$ cat config.mk
export PLATFORM = sky130hd
export DESIGN_NAME = ebus_cycle_seq
export DESIGN_NICKNAME = d
export VERILOG_FILES = /design/src/rtl/ebus_seq_pkg.sv /design/src/rtl/ebus_cfg_capture.sv /design/src/rtl/ebus_wait_ctr.sv /design/src/rtl/ebus_pin_drive.sv /design/src/rtl/ebus_cycle_seq.sv
export SDC_FILE = /design/constraint.sdc
export NUM_CORES = 1
export LEC_CHECK = 0
export ABC_AREA = 1
export ABC_CLOCK_PERIOD_IN_PS = 2400
export BUFFER_PORTS_ARGS = -buffer_cell sky130_fd_sc_hd__buf_2
export CORE_MARGIN = 2
export CORE_UTILIZATION = 55
export DETAILED_ROUTE_END_ITERATION = 6
export MAX_ROUTING_LAYER = met4
export PLACE_DENSITY = 0.82
export SLEW_MARGIN = 5
export SYNTH_ARGS = -nofsm -noshare
export SYNTH_HDL_FRONTEND = slang
export SYNTH_SLANG_ARGS = --single-unit
$ cat constraint.sdc
create_clock -name clk -period 2.4 [get_ports clk]
set_input_delay 0.24 -clock clk [delete_from_list [all_inputs] [get_ports clk]]
set_output_delay 0.24 -clock clk [all_outputs]
set_load 0.02 [all_outputs]
$ cat src/rtl/ebus_seq_pkg.sv
package ebus_seq_pkg;

  typedef enum logic [3:0] {
    ST_IDLE,
    ST_TURN,
    ST_ADDR,
    ST_CSDLY,
    ST_SETUP,
    ST_STRB,
    ST_HOLD,
    ST_HOLD2,
    ST_FIN,
    ST_RECOV
  } seq_state_e;

  typedef struct packed {
    logic turn;
    logic recov;
    logic cs_dly;
    logic setup;
    logic hold;
  } seq_opts_t;

endpackage

$ cat src/rtl/ebus_cfg_capture.sv
module ebus_cfg_capture
  import ebus_seq_pkg::*;
#(
  parameter int CFG_W     = 16,
  parameter int WAIT_LSB  = 12,
  parameter int WAIT_W    = 3,
  parameter int BIT_TURN  = 6,
  parameter int BIT_RECOV = 4,
  parameter int BIT_CSDLY = 2,
  parameter int BIT_SETUP = 1,
  parameter int BIT_HOLD  = 0
) (
  input  logic              clk,
  input  logic              rst,
  input  logic              capture,
  input  logic [CFG_W-1:0]  cfg_in,
  input  logic              wr_in,
  output seq_opts_t         opts_q,
  output seq_opts_t         opts_d,
  output logic [WAIT_W-1:0] wait_q,
  output logic              wr_q,
  output logic              wr_d
);

  seq_opts_t in_opts;

  always_comb begin
    in_opts.turn   = cfg_in[BIT_TURN];
    in_opts.recov  = cfg_in[BIT_RECOV];
    in_opts.cs_dly = cfg_in[BIT_CSDLY];
    in_opts.setup  = cfg_in[BIT_SETUP];
    in_opts.hold   = cfg_in[BIT_HOLD];
  end

  assign opts_d = capture ? in_opts : opts_q;
  assign wr_d   = capture ? wr_in : wr_q;

  always_ff @(posedge clk) begin
    if (rst) begin
      opts_q <= '0;
      wait_q <= '0;
      wr_q   <= 1'b0;
    end else if (capture) begin
      opts_q <= in_opts;
      wait_q <= cfg_in[WAIT_LSB +: WAIT_W];
      wr_q   <= wr_in;
    end
  end

endmodule

$ cat src/rtl/ebus_wait_ctr.sv
module ebus_wait_ctr #(
  parameter int WAIT_W = 3
) (
  input  logic              clk,
  input  logic              rst,
  input  logic              load,
  input  logic [WAIT_W-1:0] load_val,
  input  logic              dec,
  output logic              zero
);

  logic [WAIT_W-1:0] cnt_q;

  always_ff @(posedge clk) begin
    if (rst)       cnt_q <= '0;
    else if (load) cnt_q <= load_val;
    else if (dec)  cnt_q <= cnt_q - 1'b1;
  end

  assign zero = (cnt_q == '0);

  // the strobe counter is only stepped while it has cycles left
  p_dec_nonzero_r5: assert property (@(posedge clk) disable iff (rst)
    dec |-> (cnt_q != '0));

endmodule

$ cat src/rtl/ebus_pin_drive.sv
module ebus_pin_drive
  import ebus_seq_pkg::*;
(
  input  logic       clk,
  input  logic       rst,
  input  seq_state_e nxt_state,
  input  logic       cs_dly_d,
  input  logic       wr_d,
  output logic       addr_strobe,
  output logic       cs_n,
  output logic       rd_n,
  output logic       wr_n,
  output logic       drive_en,
  output logic       done
);

  logic cs_on, strb_on, drv_on;

  always_comb begin
    strb_on = (nxt_state == ST_STRB);
    drv_on  = wr_d && (nxt_state inside {ST_STRB, ST_HOLD, ST_HOLD2});
    cs_on   = (nxt_state inside {ST_CSDLY, ST_SETUP, ST_STRB, ST_HOLD, ST_HOLD2})
              || ((nxt_state == ST_ADDR) && !cs_dly_d);
  end

  always_ff @(posedge clk) begin
    if (rst) begin
      addr_strobe <= 1'b0;
      cs_n        <= 1'b1;
      rd_n        <= 1'b1;
      wr_n        <= 1'b1;
      drive_en    <= 1'b0;
      done        <= 1'b0;
    end else begin
      addr_strobe <= (nxt_state == ST_ADDR);
      cs_n        <= !cs_on;
      rd_n        <= !(strb_on && !wr_d);
      wr_n        <= !(strb_on && wr_d);
      drive_en    <= drv_on;
      done        <= (nxt_state == ST_FIN);
    end
  end

  p_as_single_r2: assert property (@(posedge clk) disable iff (rst)
    addr_strobe |=> !addr_strobe);

  p_strobe_excl_r4: assert property (@(posedge clk) disable iff (rst)
    !(!rd_n && !wr_n));

  p_strobe_in_cs_r4: assert property (@(posedge clk) disable iff (rst)
    (!rd_n || !wr_n) |-> !cs_n);

  p_done_pulse_r8: assert property (@(posedge clk) disable iff (rst)
    done |=> !done);

  p_done_at_cs_rise_r8: assert property (@(posedge clk) disable iff (rst)
    done |-> (cs_n && !$past(cs_n)));

  p_read_no_drive_r9: assert property (@(posedge clk) disable iff (rst)
    !rd_n |-> !drive_en);

endmodule

$ cat src/rtl/ebus_cycle_seq.sv
module ebus_cycle_seq
  import ebus_seq_pkg::*;
#(
  parameter int CFG_W     = 16,
  parameter int WAIT_LSB  = 12,
  parameter int WAIT_W    = 3,
  parameter int BIT_TURN  = 6,
  parameter int BIT_RECOV = 4,
  parameter int BIT_CSDLY = 2,
  parameter int BIT_SETUP = 1,
  parameter int BIT_HOLD  = 0
) (
  input  logic             clk,
  input  logic             rst,
  input  logic             req,
  input  logic             req_write,
  input  logic [CFG_W-1:0] wait_cfg,
  input  logic             rdy_en,
  input  logic             rdy,
  output logic             addr_strobe,
  output logic             cs_n,
  output logic             rd_n,
  output logic             wr_n,
  output logic             drive_en,
  output logic             done
);

  seq_state_e        state_q, state_d;
  seq_opts_t         opts_q, opts_d;
  logic [WAIT_W-1:0] wait_q;
  logic              wr_q, wr_d;
  logic              accept, cnt_zero, cnt_load, cnt_dec, turn_q;

  assign accept = (state_q == ST_IDLE) && req;

  ebus_cfg_capture #(
    .CFG_W(CFG_W), .WAIT_LSB(WAIT_LSB), .WAIT_W(WAIT_W),
    .BIT_TURN(BIT_TURN), .BIT_RECOV(BIT_RECOV), .BIT_CSDLY(BIT_CSDLY),
    .BIT_SETUP(BIT_SETUP), .BIT_HOLD(BIT_HOLD)
  ) u_cfg (
    .clk(clk), .rst(rst), .capture(accept), .cfg_in(wait_cfg), .wr_in(req_write),
    .opts_q(opts_q), .opts_d(opts_d), .wait_q(wait_q), .wr_q(wr_q), .wr_d(wr_d)
  );

  always_comb begin
    state_d = state_q;
    unique case (state_q)
      ST_IDLE:  if (req) state_d = (req_write && turn_q) ? ST_TURN : ST_ADDR;
      ST_TURN:  state_d = ST_ADDR;
      ST_ADDR:  state_d = opts_q.cs_dly ? ST_CSDLY : (opts_q.setup ? ST_SETUP : ST_STRB);
      ST_CSDLY: state_d = opts_q.setup ? ST_SETUP : ST_STRB;
      ST_SETUP: state_d = ST_STRB;
      ST_STRB:  if (cnt_zero && !(rdy_en && !rdy)) state_d = ST_HOLD;
      ST_HOLD:  state_d = opts_q.hold ? ST_HOLD2 : ST_FIN;
      ST_HOLD2: state_d = ST_FIN;
      ST_FIN:   state_d = (wr_q && opts_q.recov) ? ST_RECOV : ST_IDLE;
      ST_RECOV: state_d = ST_IDLE;
      default:  state_d = ST_IDLE;
    endcase
  end

  always_ff @(posedge clk) begin
    if (rst) begin
      state_q <= ST_IDLE;
      turn_q  <= 1'b0;
    end else begin
      state_q <= state_d;
      if (accept)
        turn_q <= 1'b0;
      else if (state_q == ST_FIN && !wr_q && opts_q.turn)
        turn_q <= 1'b1;
    end
  end

  assign cnt_load = (state_q != ST_STRB) && (state_d == ST_STRB);
  assign cnt_dec  = (state_q == ST_STRB) && !cnt_zero;

  ebus_wait_ctr #(.WAIT_W(WAIT_W)) u_wait (
    .clk(clk), .rst(rst), .load(cnt_load), .load_val(wait_q),
    .dec(cnt_dec), .zero(cnt_zero)
  );

  ebus_pin_drive u_pins (
    .clk(clk), .rst(rst), .nxt_state(state_d), .cs_dly_d(opts_d.cs_dly), .wr_d(wr_d),
    .addr_strobe(addr_strobe), .cs_n(cs_n), .rd_n(rd_n), .wr_n(wr_n),
    .drive_en(drive_en), .done(done)
  );

  // a turnaround cycle always leads straight into the address phase
  p_turn_to_addr_r11: assert property (@(posedge clk) disable iff (rst)
    (state_q == ST_TURN) |=> (state_q == ST_ADDR));

  // a busy sequencer never re-enters the address phase from mid-access
  p_no_restart_r12: assert property (@(posedge clk) disable iff (rst)
    (state_q inside {ST_STRB, ST_HOLD, ST_HOLD2}) |=> (state_q != ST_ADDR));

  // without ready stretching the strobe ends once the count is spent
  p_no_stretch_r6: assert property (@(posedge clk) disable iff (rst)
    (state_q == ST_STRB && cnt_zero && !rdy_en) |=> (state_q == ST_HOLD));

endmodule

==> summary.md, run 1 <==
| Metric | Value |
|---|---|
| Critical Path Max Stage Delay | between 0.3 and 0.4 ns |
| WL/cell | 11.0 um |
| RSZ-0062 raised after global routing | false |
| Top layer in use | met4 |
| Antenna Violating Nets Remaining | 0 |
| HP Class | in -> reg |
| First drt pass iteration count | 4 |
| CP required | approximately 2.6 ns |
| Total DRC errors in the routed layout | 0 |
| CTS tree | built |
| Hold buffers post-CTS | 0 |
| Setup crit end kind | flop |
| Drt first-iter violations | 14 |
| Routed WL | between 2000 and 2500 um |
| Gpl congestion | between 0.7 and 0.8 |
| Fin util | 65.6% |
| CP delay by family, top | simple AND/OR/NAND/NOR gates |
| Vias in the first global route | approximately 930 |
| CP max stage cell | dfxtp_1 |
| Peak Freq | approximately 0.55 GHz |
| Pins Over Slew Limit | 0 |
| Die X | between 40 and 50 um |
| Outcome | finished, final reports clean |
| Routed wl met2 | 1040 um |
| Flop pwr share | around 39% |
| Synthesized area per cell | 7.56 sq um |
| IO Pins | 28 |
| Layout Area Growth over Synthesis | 13.1% |
| Pre-CTS setup slack | around 0.62 ns |
| Number of max-cap violations | 0 |
| Largest net degree at the start of global routing | 14 |
| Worst Clk Skew | approximately 0.0013 ns |
| Global route overflow | 0 |
| Skew-Pair Late Insertion Delay | around 0.32 ns |
| Final hold violations | 0 |
| Setup TNS Final | 0 ns |
| Power share of the clock group | between 10% and 20% |
| Initial antenna violation count | 0 |
| Gr usage total | between 20% and 30% |
| Yosys reg bits | 23 |
| Seq/Total Area, Yosys | between 40% and 50% |
| Final setup viols | 0 |
| Metal3 WL | approximately 91 um |
| Post_cts resized | 0 |
| First-pass GRT wire length | about 3800 um |
| Die area | 2430 sq um |
| Fin crit share | 76.1% |
| Clock sink count | 23 |
| Initial Util | 58.0% |
| Crit path kind | reg -> reg |
| Combinational share of power | about half |
| Pwr dens | 1150 nW/um^2 |
| Vias | 996 |
| Worst-path maximum fanout | 5 |
| Worst setup SP type | flop |
| Area of the core | 1940 sq um |
| Worst slew pin tran | about 0.3 ns |
| Register Area | about 460 sq um |
| Port Buffers | 19 |
| Pleak | between 0.0006 and 0.0007 uW |
| CP arrival | ~2 ns |
| Multi-input logic area | 572 sq um |
| Reg clk slew, reported paths | between 0.1 and 0.15 ns |
| Fillers | 175 |
| Worst setup margin | ~0.57 ns |
| Switching Share | 46.5% |
| Ant. Diodes | 0 |
| Sw Pwr | roughly 680 uW |
| H-tree depth | 1 |
| Post-layout minimum cycle time | around 1.8 ns |
| Chip Height | 49.3 um |
| Nets | slightly below 200 |
| WP buf/inv | 1 |
| Crit path cell chain | inv_1 -> ha_1 -> ha_1 -> o21ai_0 -> nand2_1 -> nand2_1 -> nand3_4 -> nor2_8 -> nand3_2 -> nand2_2 -> nor2_1 -> nor2_1 -> nor2_1 |
| Post-Syn Nets | ~170 |
| Postcts setup bufs | 0 |
| CTS Buf Count | 3 |
| Post-Route M1 WL | ~980 um |
| Design internal power | roughly 790 uW |
| Share of post-route cells with drive strength above 1 | ~28% |
| Clock Root Buffer | clkbuf_4 |
| Maximum VDD drop | 0.000583 V |
| Vias per cell | about 5 |
| Max transition margin | about 80% |
| Cell mode on critical path | nor2_1 |
| Site Rows | 16 |
| Yosys warns | 0 |
| Post-synth cell types | 26 |
| CTS Buffer Depth | 2 |
| Mapped cell area | around 1100 sq um |
| Post-DP HPWL | ~1600 um |
| Cell count after synthesis | approximately 150 |
| Fin Hold WS | between 0.1 and 0.15 ns |
synthesized netlist by cell type, drive strengths merged:
cell	instances	area, sq um
or2	3	21.3
clkbuf	1	3.75
a21oi	4	20.0
buf	1	5.00
xor2	1	8.76
a22oi	1	7.51
o21ai	12	60.1
inv	22	85.1
nor3	1	10.0
ha	2	25.0
a211oi	1	7.51
nand3	17	113
nor2	32	176
dfxtp	23	460
nand2	25	104
nand4	3	18.8
area by class of cell:
cell class | count | share of cell area [%]
Clock inverter | 1 | 0.393
Inverter | 22 | 6.68
Clock buffer | 3 | 1.77
Tap cell | 27 | 2.65
Multi-Input combinational cell | 102 | 44.9
Timing Repair Buffer | 19 | 7.47
Sequential cell | 23 | 36.1
power groups by stage:
stage                     Clock, uW  Combinational, uW  Sequential (uW)
after floorplan                   0                561              587
after global placement            0                693              574
final                           187                713              570
after CTS                       188                719              568
after detailed placement          0                713              576
after global routing            206                807              582
stage by stage:
| step | cell area [sq um] | total power [uW] | std cells |
|---|---|---|---|
| 4_1_cts | 1270 | 1470 | 197 |
| 2_1_floorplan | 1130 | 1150 | 149 |
| 3_5_place_dp | 1250 | 1290 | 193 |
| 6_report | 1270 | 1470 | 197 |
| 5_1_grt | 1270 | 1590 | 197 |
| 3_3_place_gp | 1250 | 1270 | 193 |
cells by family (layout without fill, tap and decap cells):
kind of cell             Yosys count  count (layout)  share of synthesized area [%]
XOR/XNOR                           1               1                          0.778
AO/OA/AOI/OAI                     18              18                           8.45
adder cells (fa/ha/maj)            2               2                           2.22
AND/OR/NAND/NOR                   81              81                           39.3
buffers and inverters             24              45                           8.33
flip-flops                        23              23                           40.9
placed cells by master, fill, tap and decap left out:
cell      netlist  final
a22oi_1         1      1
buf_2           1     19
clkinv_2        0      1
nor2_4          4      4
inv_4           1      1
xor2_1          1      1
o21ai_0        10     10
nand4_1         3      3
nor2_2          4      4
inv_1          17     17
ha_1            2      2
a21oi_1         4      4
nand2_1        21     21
clkbuf_4        0      3
nor2_1         23     23
o21ai_1         2      2
nand3_4         1      1
or2_1           2      2
nand3_1        13     13
nand2_2         4      4
inv_2           4      4
nor2_8          1      1
or2_4           1      1
nand3_2         3      3
nor3_2          1      1
a211oi_1        1      1
dfxtp_1        23     23
tightest hold or removal path: stages:
cell and delay (ns):
buf_2 0.07, nor2_1 0.03, nor2_1 0.08
state kept, by name, indices dropped and copies added, names as in the netlist:
register and count:
u_pins.done 1, u_cfg.wr_q 1, u_pins.wr_n 1, turn_q 1
u_wait.cnt_q 3, u_pins.drive_en 1, u_pins.addr_strobe 1, u_cfg.opts_q 5
state_q 4, u_pins.rd_n 1, u_pins.cs_n 1, u_cfg.wait_q 3
routing by layer:
| layer | up-vias | global-route usage [%] |
|---|---|---|
| li1 | 517 | - |
| met1 | 448 | 24.6 |
| met3 | 5 | 2.76 |
| met2 | 26 | 34.5 |
| met4 | 0 | 8.57 |
| met5 | - | - |
path summary, 6_finish.rpt:
| check | cells after the start | from | end | slack [ns] |
|---|---|---|---|---|
| worst max-delay path | 13 | u_wait.cnt_q[0] | u_wait.cnt_q[1] | 0.57 |
| worst min-delay path | 3 | wait_cfg[0] | u_cfg.opts_q[0] | 0.13 |
| worst max register to register | 13 | u_wait.cnt_q[0] | u_wait.cnt_q[1] | 0.57 |
| worst min register to register | 2 | turn_q | turn_q | 0.48 |
No activity file was read; power rests on OpenSTA's default activity.
==> run 2: changes to the inputs <==
- ABC_CLOCK_PERIOD_IN_PS: 2400 -> 1700
- CORE_UTILIZATION: 55 -> 51
- PLACE_DENSITY: 0.82 -> 0.77
- clock period: 2.4 -> 1.7 ns (I/O delays scaled with it)
==> run 2 against run 1 <==
Effect of this change: register-to-register slack got worse by 0.55 ns; global-route usage rose by 1.2 points; die area rose by 7.2%; total power rose by 60%; fmax rose by 8.8%; via count rose by 3.0%; largest cell class unchanged; critical endpoint unchanged.
==> summary.md, run 2 (synthesized netlist as in run 1, its figures left out) <==
| Metric | Value |
|---|---|
| Post-layout minimum cycle time | 1.68 ns |
| Largest register FFs | 5 |
| Vias in the first global route | 1,027 |
| Nets | 205 |
| Ant. Diodes | 0 |
| Worst slew pin tran | approximately 0.26 ns |
| Combinational share of power | around 54% |
| Peak Freq | 0.596 GHz |
| Dpl cells | 200 |
| CP arrival | between 1.5 and 2 ns |
| RSZ-0062 raised after global routing | true |
| Clock Root Buffer | clkbuf_4 |
| CP max stage cell | dfxtp_2 |
| Power share of the clock group | 10.9% |
| Pleak | 0.000661 uW |
| Commonest non-fill, non-tap cell in the layout | nor2_1 |
| Initial Util | between 50% and 60% |
| Crit path cell chain | inv_2 -> ha_4 -> ha_4 -> buf_4 -> buf_4 -> or2_4 -> or2_1 -> nand2_1 -> nor2_1 -> nor2_1 |
| Most frequent cells in the layout | nor2_1 (21), nand2_1 (19), buf_2 (19) |
| Share of post-route cells with drive strength above 1 | between 30% and 40% |
| Vias per cell | 4.93 |
| Die area | 2600 sq um |
| Worst setup path startpoint | u_wait.cnt_q[0] |
| Skew-Pair Late Insertion Delay | about 0.31 ns |
| HP Class | in -> reg |
| Hold buffers post-CTS | 0 |
| Largest net degree at the start of global routing | 13 |
| First-pass GRT wire length | 4220 um |
| Post-DP Area | between 1000 and 1500 sq um |
| Total DRC errors in the routed layout | 0 |
| Die X | 51.0 um |
| Outcome | finished, final reports clean |
| CTS tree | built |
| IO Pins | 28 |
| Vias | 1,026 |
| Chip Height | 51.0 um |
| WP buf/inv | 3 |
| Switching Share | between 40% and 50% |
| Design internal power | 1320 uW |
| Antenna Violating Nets Remaining | 0 |
| Gpl congestion | roughly 0.82 |
| Design Area, Final | 1410 sq um |
| First drt pass iteration count | 4 |
| Clock sink count | 23 |
| Final cell count without fillers | between 200 and 250 |
| Global route overflow | 0 |
| CP delay by family, top | simple AND/OR/NAND/NOR gates |
| CP required | between 1.5 and 2 ns |
| Setup crit end kind | flop |
| Worst R2R Start | u_wait.cnt_q[0] |
| Worst Clk Skew | approximately 0.0054 ns |
| Crit path kind | reg -> reg |
| Pwr dens | around 1700 nW/um^2 |
| H-tree depth | 1 |
| Site Rows | 17 |
| Power Total | approximately 2400 uW |
| Largest register by flop count | u_cfg.opts_q |
| Worst-path maximum fanout | 4 |
| Initial antenna violation count | 0 |
| Pins Over Slew Limit | 0 |
| WL/cell | 11.4 um |
| Sw Pwr | 1040 uW |
| Max transition margin | 82.5% |
| Worst setup SP type | flop |
| Largest registers | u_cfg.opts_q: 5 flops, state_q: 4 flops |
| Layout Area Growth over Synthesis | 25.3% |
| Flop pwr share | between 30% and 40% |
| Fin crit share | between 90 and 100% |
| Critical Path Max Stage Delay | roughly 0.36 ns |
| Port Buffers | 19 |
| Post-DP HPWL | about 1800 um |
| Area of the core | ~2100 sq um |
| HP Start | wait_cfg[4] |
| Reg clk slew, reported paths | between 0.1 and 0.15 ns |
| CTS Buffer Depth | 2 |
| Maximum VDD drop | 0.000996 V |
| Drt first-iter violations | 19 |
| Gr usage total | around 22% |
| Number of max-cap violations | 0 |
| Routed WL | 2380 um |
| Final hold violations | 0 |
| Setup TNS Final | 0 ns |
| Final setup viols | 0 |
| CTS Buf Count | 3 |
[run 2: changes by cell type in the layout (fill, tap and decap cells not counted), sizes merged]
cell | before | now
buf | 19 | 29
clkbuf | 3 | 4
clkinv | 1 | 0
[run 2: through the flow]
step                utilization (%)  worst slack [ns]  hold WS (ns)
finish                         65.7            0.0221        0.0679
global route                   65.7           -0.0634        0.0901
CTS                            61.9            0.0238        0.0727
detailed placement             60.2           -0.0788         0.398
global placement               60.2           0.00210         0.392
floorplan                         -            0.0855         0.305
[run 2: worst reg2reg max path, delay by kind of cell, from the launching register on]
family                   cells  cell delay, ns
flip-flops                   1            0.36
buffers and inverters        3            0.29
adder cells (fa/ha/maj)      2            0.31
AND/OR/NAND/NOR              5            0.67
[run 2: metal layers]
layer / GRT usage [%] / part of all wire, % / routed length, um
met1: 25.8 / 44 / 1040
met2: 36.8 / 50 / 1190
met3: 4.09 / 4.8 / 115
met4: 7.66 / 1.1 / 25
met5: - / 0 / 0
[run 2: power by group through the flow]
stage	Clock (uW)	Sequential (uW)	Combinational, uW
global placement	0	811	1090
detailed placement	0	817	1120
floorplan	0	829	792
CTS	259	807	1140
global route	277	837	1440
finish	256	820	1270
[run 2: repair_timing]
action                                 in CTS  in global routing
setup buffers                               0                  4
resized for setup                           5                 15
pin swaps                                   0                  9
endpoints found under the hold margin       0                  0
setup endpoints to repair                   4                  4
gates cloned                                0                  0
[run 2: area by class of cell]
| type | instances | area (sq um) |
|---|---|---|
| repair buffers | 29 | 170 |
| well taps | 28 | 35.0 |
| fillers | 199 | 737 |
| flip-flops and latches | 23 | 469 |
| clock buffers | 4 | 26.3 |
| inverters | 22 | 85.1 |
| multi-input cells | 102 | 626 |
[run 2: final timing paths]
| check | to | slack, ns | depth (start not counted) |
|---|---|---|---|
| max | u_wait.cnt_q[1] | 0.02 | 10 |
| min | u_cfg.opts_q[3] | 0.07 | 3 |
| max reg2reg | u_wait.cnt_q[1] | 0.02 | 10 |
| min reg2reg | u_cfg.opts_q[1] | 0.48 | 2 |
